## src/rtl/ea_pkg.sv

```systemverilog
package ea_pkg;
  typedef enum logic [1:0] {DISP_NONE, DISP_WORD, DISP_LONG} disp_e;
  typedef enum logic [1:0] {IND_NONE, IND_PRE, IND_POST} ind_e;
  typedef enum logic [2:0] {ST_IDLE, ST_EXT, ST_DEC, ST_BD, ST_OD, ST_IND, ST_FIN} st_e;

  typedef struct packed {
    logic       idx_areg;
    logic [2:0] idx_reg;
    logic       idx_long;
    logic [1:0] scale;
    logic       full;
    logic       base_sup;
    logic       idx_sup;
    disp_e      bd;
    disp_e      od;
    ind_e       ind;
    logic       illegal;
  } ext_dec_t;
endpackage

```

## src/rtl/ea_ext_decode.sv

```systemverilog
module ea_ext_decode
  import ea_pkg::*;
(
  input  logic [15:0] ext_i,
  output ext_dec_t    dec_o
);
  logic [3:0] sel;
  assign sel = {ext_i[6], ext_i[2:0]};

  always_comb begin
    dec_o          = '0;
    dec_o.idx_areg = ext_i[15];
    dec_o.idx_reg  = ext_i[14:12];
    dec_o.idx_long = ext_i[11];
    dec_o.scale    = ext_i[10:9];
    dec_o.full     = ext_i[8];
    dec_o.bd       = DISP_NONE;
    dec_o.od       = DISP_NONE;
    dec_o.ind      = IND_NONE;
    if (ext_i[8]) begin
      dec_o.base_sup = ext_i[7];
      dec_o.idx_sup  = ext_i[6];
      case (ext_i[5:4])
        2'd2:    dec_o.bd = DISP_WORD;
        2'd3:    dec_o.bd = DISP_LONG;
        default: dec_o.bd = DISP_NONE;
      endcase
      case (sel)
        4'b0000, 4'b1000: dec_o.ind = IND_NONE;
        4'b0001, 4'b1001: dec_o.ind = IND_PRE;
        4'b0010, 4'b1010: begin dec_o.ind = IND_PRE;  dec_o.od = DISP_WORD; end
        4'b0011, 4'b1011: begin dec_o.ind = IND_PRE;  dec_o.od = DISP_LONG; end
        4'b0101:          dec_o.ind = IND_POST;
        4'b0110:          begin dec_o.ind = IND_POST; dec_o.od = DISP_WORD; end
        4'b0111:          begin dec_o.ind = IND_POST; dec_o.od = DISP_LONG; end
        default:          dec_o.illegal = 1'b1;
      endcase
    end
  end
endmodule

```

## src/rtl/ea_index_unit.sv

```systemverilog
module ea_index_unit #(
  parameter int ADDR_W = 32
) (
  input  logic [ADDR_W-1:0] reg_i,
  input  logic              long_i,
  input  logic [1:0]        scale_i,
  input  logic              sup_i,
  output logic [ADDR_W-1:0] idx_o
);
  logic [ADDR_W-1:0] raw;
  assign raw   = long_i ? reg_i : {{(ADDR_W-16){reg_i[15]}}, reg_i[15:0]};
  assign idx_o = sup_i ? '0 : (raw << scale_i);
endmodule

```

## src/rtl/ea_disp_ext.sv

```systemverilog
module ea_disp_ext #(
  parameter int ADDR_W = 32
) (
  input  logic [ADDR_W-1:0] data_i,
  input  logic              long_i,
  output logic [ADDR_W-1:0] val_o
);
  assign val_o = long_i ? data_i : {{(ADDR_W-16){data_i[15]}}, data_i[15:0]};
endmodule

```

## src/rtl/ea_ext_calc.sv

```systemverilog
module ea_ext_calc
  import ea_pkg::*;
#(
  parameter int ADDR_W = 32,
  parameter int LEN_W  = 4
) (
  input  logic              clk_i,
  input  logic              rst_ni,
  input  logic              start_i,
  input  logic [ADDR_W-1:0] pc_i,
  input  logic [5:0]        mode_i,
  output logic [2:0]        base_sel_o,
  input  logic [ADDR_W-1:0] base_data_i,
  output logic [3:0]        idx_sel_o,
  input  logic [ADDR_W-1:0] idx_data_i,
  output logic              mem_req_o,
  output logic [ADDR_W-1:0] mem_addr_o,
  output logic              mem_long_o,
  input  logic              mem_ack_i,
  input  logic              mem_err_i,
  input  logic [ADDR_W-1:0] mem_data_i,
  output logic              busy_o,
  output logic              done_o,
  output logic              fault_o,
  output logic              illegal_o,
  output logic [ADDR_W-1:0] ea_o,
  output logic [LEN_W-1:0]  ext_len_o
);
  localparam int MAX_LEN = 10;

  st_e               st_q;
  logic [ADDR_W-1:0] pc_q, base_q, idx_q, bd_q, od_q, ptr_q;
  logic              pcrel_q;
  logic [2:0]        base_reg_q;
  logic [15:0]       ext_q;
  logic [LEN_W-1:0]  len_q;

  ext_dec_t          dec;
  logic [ADDR_W-1:0] idx_val, disp_val, brief_disp;
  st_e               after_bd, after_od, after_dec;
  logic [LEN_W-1:0]  len_step;

  ea_ext_decode u_dec (.ext_i(ext_q), .dec_o(dec));

  ea_index_unit #(.ADDR_W(ADDR_W)) u_idx (
    .reg_i(idx_data_i), .long_i(dec.idx_long), .scale_i(dec.scale),
    .sup_i(dec.idx_sup), .idx_o(idx_val)
  );

  ea_disp_ext #(.ADDR_W(ADDR_W)) u_disp (
    .data_i(mem_data_i), .long_i(mem_long_o), .val_o(disp_val)
  );

  assign base_sel_o = base_reg_q;
  assign idx_sel_o  = {dec.idx_areg, dec.idx_reg};
  assign busy_o     = (st_q != ST_IDLE);
  assign brief_disp = {{(ADDR_W-8){ext_q[7]}}, ext_q[7:0]};
  assign len_step   = mem_long_o ? LEN_W'(4) : LEN_W'(2);

  always_comb begin
    after_od  = (dec.ind != IND_NONE) ? ST_IND : ST_FIN;
    after_bd  = (dec.od != DISP_NONE) ? ST_OD : after_od;
    if (!dec.full)               after_dec = ST_FIN;
    else if (dec.illegal)        after_dec = ST_IDLE;
    else if (dec.bd != DISP_NONE) after_dec = ST_BD;
    else                         after_dec = after_bd;
  end

  always_comb begin
    mem_req_o  = 1'b0;
    mem_long_o = 1'b0;
    mem_addr_o = pc_q;
    case (st_q)
      ST_EXT: mem_req_o = 1'b1;
      ST_BD: begin
        mem_req_o  = 1'b1;
        mem_long_o = (dec.bd == DISP_LONG);
        mem_addr_o = pc_q + ADDR_W'(len_q);
      end
      ST_OD: begin
        mem_req_o  = 1'b1;
        mem_long_o = (dec.od == DISP_LONG);
        mem_addr_o = pc_q + ADDR_W'(len_q);
      end
      ST_IND: begin
        mem_req_o  = 1'b1;
        mem_long_o = 1'b1;
        mem_addr_o = base_q + bd_q + ((dec.ind == IND_PRE) ? idx_q : '0);
      end
      default: ;
    endcase
  end

  always_ff @(posedge clk_i or negedge rst_ni) begin
    if (!rst_ni) begin
      st_q       <= ST_IDLE;
      pc_q       <= '0;
      pcrel_q    <= 1'b0;
      base_reg_q <= '0;
      ext_q      <= '0;
      len_q      <= '0;
      base_q     <= '0;
      idx_q      <= '0;
      bd_q       <= '0;
      od_q       <= '0;
      ptr_q      <= '0;
      ea_o       <= '0;
      ext_len_o  <= '0;
      done_o     <= 1'b0;
      fault_o    <= 1'b0;
      illegal_o  <= 1'b0;
    end else begin
      done_o    <= 1'b0;
      fault_o   <= 1'b0;
      illegal_o <= 1'b0;
      case (st_q)
        ST_IDLE: if (start_i) begin
          pc_q       <= pc_i;
          pcrel_q    <= mode_i[3];
          base_reg_q <= mode_i[2:0];
          len_q      <= '0;
          st_q       <= ST_EXT;
        end
        ST_EXT, ST_BD, ST_OD, ST_IND: begin
          if (mem_err_i) begin
            fault_o <= 1'b1;
            st_q    <= ST_IDLE;
          end else if (mem_ack_i) begin
            case (st_q)
              ST_EXT: begin
                ext_q <= mem_data_i[15:0];
                len_q <= len_q + len_step;
                st_q  <= ST_DEC;
              end
              ST_BD: begin
                bd_q  <= disp_val;
                len_q <= len_q + len_step;
                st_q  <= after_bd;
              end
              ST_OD: begin
                od_q  <= disp_val;
                len_q <= len_q + len_step;
                st_q  <= after_od;
              end
              default: begin
                ptr_q <= mem_data_i;
                st_q  <= ST_FIN;
              end
            endcase
          end
        end
        ST_DEC: begin
          if (dec.full && dec.base_sup) base_q <= '0;
          else                          base_q <= pcrel_q ? pc_q : base_data_i;
          idx_q     <= idx_val;
          bd_q      <= dec.full ? '0 : brief_disp;
          od_q      <= '0;
          illegal_o <= dec.illegal;
          st_q      <= after_dec;
        end
        ST_FIN: begin
          if (dec.ind == IND_NONE) ea_o <= base_q + bd_q + idx_q;
          else ea_o <= ptr_q + od_q + ((dec.ind == IND_POST) ? idx_q : '0);
          ext_len_o <= len_q;
          done_o    <= 1'b1;
          st_q      <= ST_IDLE;
        end
        default: st_q <= ST_IDLE;
      endcase
    end
  end

  p_ext_word_first_r1: assert property (@(posedge clk_i) disable iff (!rst_ni)
    (mem_req_o && !$past(busy_o)) |-> (!mem_long_o && mem_addr_o == pc_q));

  p_brief_len_r3: assert property (@(posedge clk_i) disable iff (!rst_ni)
    (done_o && !ext_q[8]) |-> (ext_len_o == LEN_W'(2)));

  p_illegal_no_read_r10: assert property (@(posedge clk_i) disable iff (!rst_ni)
    illegal_o |-> (!mem_req_o && !busy_o));

  p_one_outcome_r11: assert property (@(posedge clk_i) disable iff (!rst_ni)
    $onehot0({done_o, fault_o, illegal_o}));

  p_fault_stops_r11: assert property (@(posedge clk_i) disable iff (!rst_ni)
    fault_o |-> (!busy_o && !mem_req_o));

  p_len_bound_r12: assert property (@(posedge clk_i) disable iff (!rst_ni)
    done_o |-> (!ext_len_o[0] && ext_len_o <= LEN_W'(MAX_LEN)));

  p_req_hold_r13: assert property (@(posedge clk_i) disable iff (!rst_ni)
    (mem_req_o && !mem_ack_i && !mem_err_i) |=>
      (mem_req_o && $stable(mem_addr_o) && $stable(mem_long_o)));

  p_start_ignored_r13: assert property (@(posedge clk_i) disable iff (!rst_ni)
    (busy_o && start_i) |=> $stable(pc_q));
endmodule

```

## config.mk

```make
export PLATFORM = sky130hd
export DESIGN_NAME = ea_ext_calc
export DESIGN_NICKNAME = d
export VERILOG_FILES = /design/src/rtl/ea_pkg.sv /design/src/rtl/ea_ext_decode.sv /design/src/rtl/ea_index_unit.sv /design/src/rtl/ea_disp_ext.sv /design/src/rtl/ea_ext_calc.sv
export SDC_FILE = /design/constraint.sdc
export NUM_CORES = 1
export LEC_CHECK = 0
export BUFFER_PORTS_ARGS = -buffer_cell sky130_fd_sc_hd__buf_2
export CAP_MARGIN = 0
export CORE_ASPECT_RATIO = 1.5
export CORE_MARGIN = 10
export CORE_UTILIZATION = 50
export DETAILED_ROUTE_END_ITERATION = 6
export HOLD_SLACK_MARGIN = 0.12
export PLACE_DENSITY = 0.85
export SLEW_MARGIN = 20
export SYNTH_ARGS = -nofsm -noshare
export SYNTH_HDL_FRONTEND = slang
export SYNTH_SLANG_ARGS = --single-unit
```

## constraint.sdc

```tcl
create_clock -name clk_i -period 4.76 [get_ports clk_i]
set_input_delay 0.238 -clock clk_i [delete_from_list [all_inputs] [get_ports clk_i]]
set_output_delay 0.238 -clock clk_i [all_outputs]
set_load 0.05 [all_outputs]
```

After elaboration in Yosys (flattened, before gate mapping)
Cells that the tools add are included.
{"block": "classes", "eq_ne": 29, "bitwise": 2, "shift": 1, "addsub": 7, "n_reduce_logical": 25, "n_mux": 45}
{"cell": "$mux 32", "n": 15}
{"cell": "$pmux 32 s2", "n": 3}
{"cell": "$add 32x32->32", "n": 5}
{"cell": "$add 32x4->32", "n": 1}
{"cell": "$shl 32x2->32", "n": 1}
{"cell": "$mux 3", "n": 7}
{"cell": "$pmux 3 s3", "n": 2}
{"cell": "$eq 4x4->1 const B", "n": 4}
{"cell": "$mux 4", "n": 4}
{"cell": "$reduce_and 4->1", "n": 4}
{"cell": "$eq 4x3->1 const B", "n": 3}
{"cell": "$pmux 2 s2", "n": 3}
{"cell": "$reduce_or 3->1", "n": 4}
{"cell": "$reduce_or 11->1", "n": 1}
{"cell": "$eq 2x2->1 const B", "n": 5}
{"cell": "$reduce_bool 2->1", "n": 5}
{"cell": "$eq 3x3->1 const B", "n": 3}
{"cell": "$mux 9", "n": 1}
{"cell": "$eq 4x2->1 const B", "n": 2}
{"cell": "$ne 2x1->1 const B", "n": 4}
{"cell": "$pmux 4 s2", "n": 1}
{"cell": "$eq 3x2->1 const B", "n": 2}
{"cell": "$mux 1", "n": 6}
{"cell": "$reduce_or 6->1", "n": 1}
{"cell": "18 further kinds", "n": 22}
{"block": "totals", "in_bits": 139, "elab_cells": 125, "reg_bits": 258, "out_inout_bits": 81}

Logic depth before layout (Yosys ltp)
{"block": "logic_depth", "ltp_word": 12, "depth_mapped": 22, "ltp_nobuf": 21}

By module
A second synthesis with hierarchy kept.
{"block": "hier_totals", "hier_cells": 2149, "area_unflattened_um2": 19781.5}
{"module": "ea_ext_calc", "area_each_um2": 18408.9, "n_inst": 1, "cells_each": 1999}
{"module": "ea_index_unit", "area_each_um2": 853.3, "n_inst": 1, "cells_each": 94}
{"module": "ea_disp_ext", "area_each_um2": 374.1, "n_inst": 1, "cells_each": 35}
{"module": "ea_ext_decode", "area_each_um2": 145.1, "n_inst": 1, "cells_each": 21}

Worst setup path after synthesis
OpenSTA, ideal clock, no wires.
{"block": "synth_path", "path_kind": "register to output", "from": "register base_q[0]", "to": "output port mem_addr_o[25]", "path_stages_with_launch": 19, "setup_slack_ps": -765, "arrival_time_ps": 5287, "required_ps": 4522, "cell_sequence": "dfrtp_1 -> ha_1 -> fa_1 -> a211o_2 -> a221o_1 -> a21o_1 -> a21oi_1 -> xnor2_1 -> ha_1 -> nand4_1 -> o32ai_1 -> a311oi_1 -> nand2_1 -> o211ai_1 -> o311a_4 -> nor3_4 -> a31oi_1 -> xor2_1 -> o21ai_0"}
{"block": "synth_via", "elab_chain_len": 3}
{"element": "from (decl)", "line_no": "ea_ext_calc.sv:32", "rtl": "logic [ADDR_W-1:0] pc_q, base_q, idx_q, bd_q, od_q, ptr_q;"}
{"element": "from (signal assigned)", "line_no": "ea_ext_calc.sv:154", "rtl": "else base_q <= pcrel_q ? pc_q : base_data_i;"}
{"element": "$add 32x32->32 (2 in series)", "line_no": "ea_ext_calc.sv:88", "rtl": "mem_addr_o = base_q + bd_q + ((dec.ind == IND_PRE) ? idx_q : '0);"}
{"element": "$pmux 32 s2", "line_no": "ea_ext_calc.sv:73", "rtl": "case (st_q)"}
{"element": "to (decl)", "line_no": "ea_ext_calc.sv:17", "rtl": "output logic [ADDR_W-1:0] mem_addr_o,"}
Every way passes these cells.

Worst setup path in the final report
{"block": "layout_path", "from": "register base_q[0]", "to": "output port mem_addr_o[28]"}
The elaborated chain is that of the path after synthesis.

==> run metrics <==
CTS Sinks ~260; gpl congestion 0.9596; RSZ-0062 raised after global routing yes; CTS Buf Count 25; initial core utilization 0.5039; Yosys top cell area share 0.3308; layout cell share with drive strength beyond 1 0.2729; cell chain of the critical path ha_2 > fa_2 > a211o_4 > a221o_1 > a21o_1 > a21oi_2 > xnor2_2 > ha_4 > buf_4 > buf_6 > a21oi_4 > a211oi_4 > a21boi_2 > a21oi_4 > a311oi_4 > o311ai_1 > buf_4 > a31oi_4 > mux2i_2 > o2111ai_2 > buf_6; met2 wire len 32400 um; core area 38430 um^2; Final nets around 2800; Post-synth EDFFs 0; reg-to-reg startpoint base_q[0]; HP Class primary input to flip-flop; Crit path arrival time 5.21 ns; synth unique cells 92; Reg clk slew, reported paths approximately 0.070 ns; hold_sp idx_data_i[12]; CTS tree yes; Mapped Cells 2110; Port-buffer cells 216; Die Y 261.0 um; Synthesized Nets 2414; violated checks negative setup slack; fin cells 3051; Wirelength per Cell 21.20 um; max incr delay on CP between 0.3 and 0.4 ns; Crit. End Element primary output; area leader, netlist dfrtp_1; largest net degree at the start of global routing 118; Crit path max-delay family compound AO/OA/AOI/OAI gates; area of the die 47160 um^2; startpoint types flip-flop; setup-violating endpoint count in the final report 20; WL final 64690 um; synthesis-stage register bit count about 260; Vias approximately 18000; M1 wire length ~25000 um; Setup crit start base_q[0]; Setup TNS Final -7.954 ns; vias in the first global route 18934; pre-CTS WS -0.5370 ns; YS warnings 0; chip width 180.7 um; Main synth FF type dfrtp_1; drt first pass iters 6; Initial DRC Count 1685; initial antenna violation count 9; top layer used by detailed routing met5; Tot GR Track Use 0.2592; clk buf depth 3; FFs w/ async S/R, synth 1.000; CTS Root Cell clkbuf_16; max-capacitance violation count 0; crit path kind flip-flop to primary output; num ports 220; synth top area cells dfrtp_1, ha_1, mux2_2, nand2_1, a21oi_1; final hold violations 0; clk_skew 0.02732 ns; htree depth 1; post-synthesis sequential area ratio 0.3308; worst-path fanout max 3; fin crit period around 5.4 ns; status finished, violations left; critical path's slowest cell dfrtp_1; DRC Markers 0; Cell Area, Synth 19360 um^2; GRT overflow 0; Placed Cells incl. Taps 2865; area grow syn2layout 29.17%; syn_area_per_cell 9.177 um^2; antenna viol nets, final 0; Least-Margin Pin Slew between 1 and 1.5 ns; Slew Viols, Final 0; Rows 88; met3 wire len 4236 um; Worst-Skew Late Latency 0.57 ns; first-pass GRT wire length 100700 um; FMAX 183.7 MHz; DR vias/cell ~6.1; fin crit share 1.144; Slew headroom 0.2995; final worst slack -0.6850 ns; WP buf/inv 4; Worst Path Required 4.52 ns; HPWL after DPL 47300 um
-- final cells by class --
cell class                      count  area [um^2]
Clock inverter                      6        58.81
Timing Repair Buffer              506         3787
Fill cell                        2901        13410
Clock buffer                       36        696.9
Inverter                           37        138.9
Tap cell                          495        619.3
Multi-Input combinational cell   1713        13300
Sequential cell                   256         6410
Antenna cell                        2        5.005
-- sequential cells by signal, indices dropped and copies added, names as in the netlist --
register	count
base_q	32
bd_q	32
ea_o	32
idx_q	32
od_q	32
pc_q	32
ptr_q	32
ext_q	16
base_sel_o	3
ext_len_o	3
len_q	3
st_q	3
done_o	1
fault_o	1
illegal_o	1
pcrel_q	1
-- Yosys cell counts, types with 12 or more instances --
library cell and instances:
a211oi_1 14, a21o_1 57, a21oi_1 160, a22o_1 18, a31oi_1 23, and2_1 72
and3_1 13, clkbuf_1 85, dfrtp_1 256, fa_1 36, ha_1 129, inv_1 37
mux2_2 107, mux2i_1 63, nand2_1 267, nand2b_1 23, nand3_1 46, nand4_1 17
nor2_1 128, nor2b_1 17, nor3_1 18, o211ai_1 19, o21a_1 18, o21ai_0 157
o21bai_1 13, o221ai_1 12, o22a_1 19, xnor2_1 82, xor2_1 37
-- worst paths after layout --
check,end,slack [ns],cells after the start
worst max-delay path,mem_addr_o[28],-0.69,21
worst min-delay path,idx_q[14],0.15,5
worst max register to register,ea_o[30],-0.11,22
worst min register to register,ext_len_o[1],0.47,2
max in group asynchronous,ext_q[9],3.32,3
min in group asynchronous,pc_q[7],0.33,2
-- layer usage --
metal,global-route usage,up-vias
li1,-,8492
met4,0.1009,16
met1,0.3100,8976
met3,0.04269,193
met2,0.4571,783
met5,0,-
-- placed cells by master (no fill, tap or decap), types with 9 or more instances in the layout --
cell / netlist / final
a211oi_1: 14 / 11
xnor2_1: 82 / 69
nand2_1: 267 / 261
buf_12: 0 / 9
a21oi_1: 160 / 139
o21ai_1: 3 / 18
and2_1: 72 / 71
xor2_1: 37 / 30
clkbuf_16: 0 / 25
a31oi_1: 23 / 21
a22o_1: 18 / 18
mux2i_1: 63 / 60
inv_1: 37 / 37
nand2b_1: 23 / 23
fa_1: 36 / 35
nor2b_1: 17 / 17
ha_1: 129 / 119
nor3_1: 18 / 15
o211ai_1: 19 / 19
and3_1: 13 / 13
a21o_1: 57 / 56
mux2_2: 107 / 106
o221ai_1: 12 / 9
dfrtp_1: 256 / 253
xnor2_2: 1 / 13
nor2_1: 128 / 121
buf_2: 3 / 194
buf_6: 0 / 23
o21bai_1: 13 / 13
buf_4: 5 / 172
o21ai_0: 157 / 131
nand4_1: 17 / 17
a21oi_2: 2 / 17
nand3_1: 46 / 43
o21a_1: 18 / 18
o22a_1: 19 / 19
dlygate4sd3_1: 0 / 107
-- cells by family after synthesis --
group / Yosys count / synth area share
xor+xnor: 121 / 0.05583
flops: 256 / 0.3308
fa+ha+maj: 165 / 0.1206
compound gates: 604 / 0.2038
mux: 178 / 0.1041
other cells: 1 / 0.0001937
buf+inv: 141 / 0.02856
simple gates: 644 / 0.1561
-- timing repair --
action,4_1_cts,5_1_grt
pin swaps,57,81
gates resized for setup,89,115
setup endpoints to repair,29,32
setup buffers,29,19
hold endpoints to repair,255,0
hold buffers,107,0
-- stage by stage --
stage	utilization	area, um^2	hold slack [ns]
after detailed placement	0.5726	22000	0.3402
after floorplan	-	19440	-0.05759
after global placement	0.5726	22000	0.3348
after CTS	0.6358	24430	0.1298
after global routing	0.6509	25010	0.1625
final	0.6509	25010	0.1463
-- worst register-to-register path, stage by stage, from the launching register on --
cell	delay (ns)
dfrtp_1	0.39
ha_2	0.20
fa_2	0.36
a211o_4	0.34
a221o_1	0.33
a21o_1	0.20
a21oi_2	0.17
xnor2_2	0.11
buf_4	0.17
ha_4	0.28
nand2_1	0.06
buf_4	0.14
nor2_1	0.17
nand4_1	0.26
a211oi_2	0.33
a2111oi_2	0.09
o21bai_1	0.19
a21oi_2	0.09
buf_4	0.15
o21ai_4	0.15
nor3b_1	0.32
o31ai_1	0.12
a21oi_1	0.15
Power is left out: the tool's default activity adds up to more than one toggle a clock period on the data nets, which glitch-free logic cannot reach.
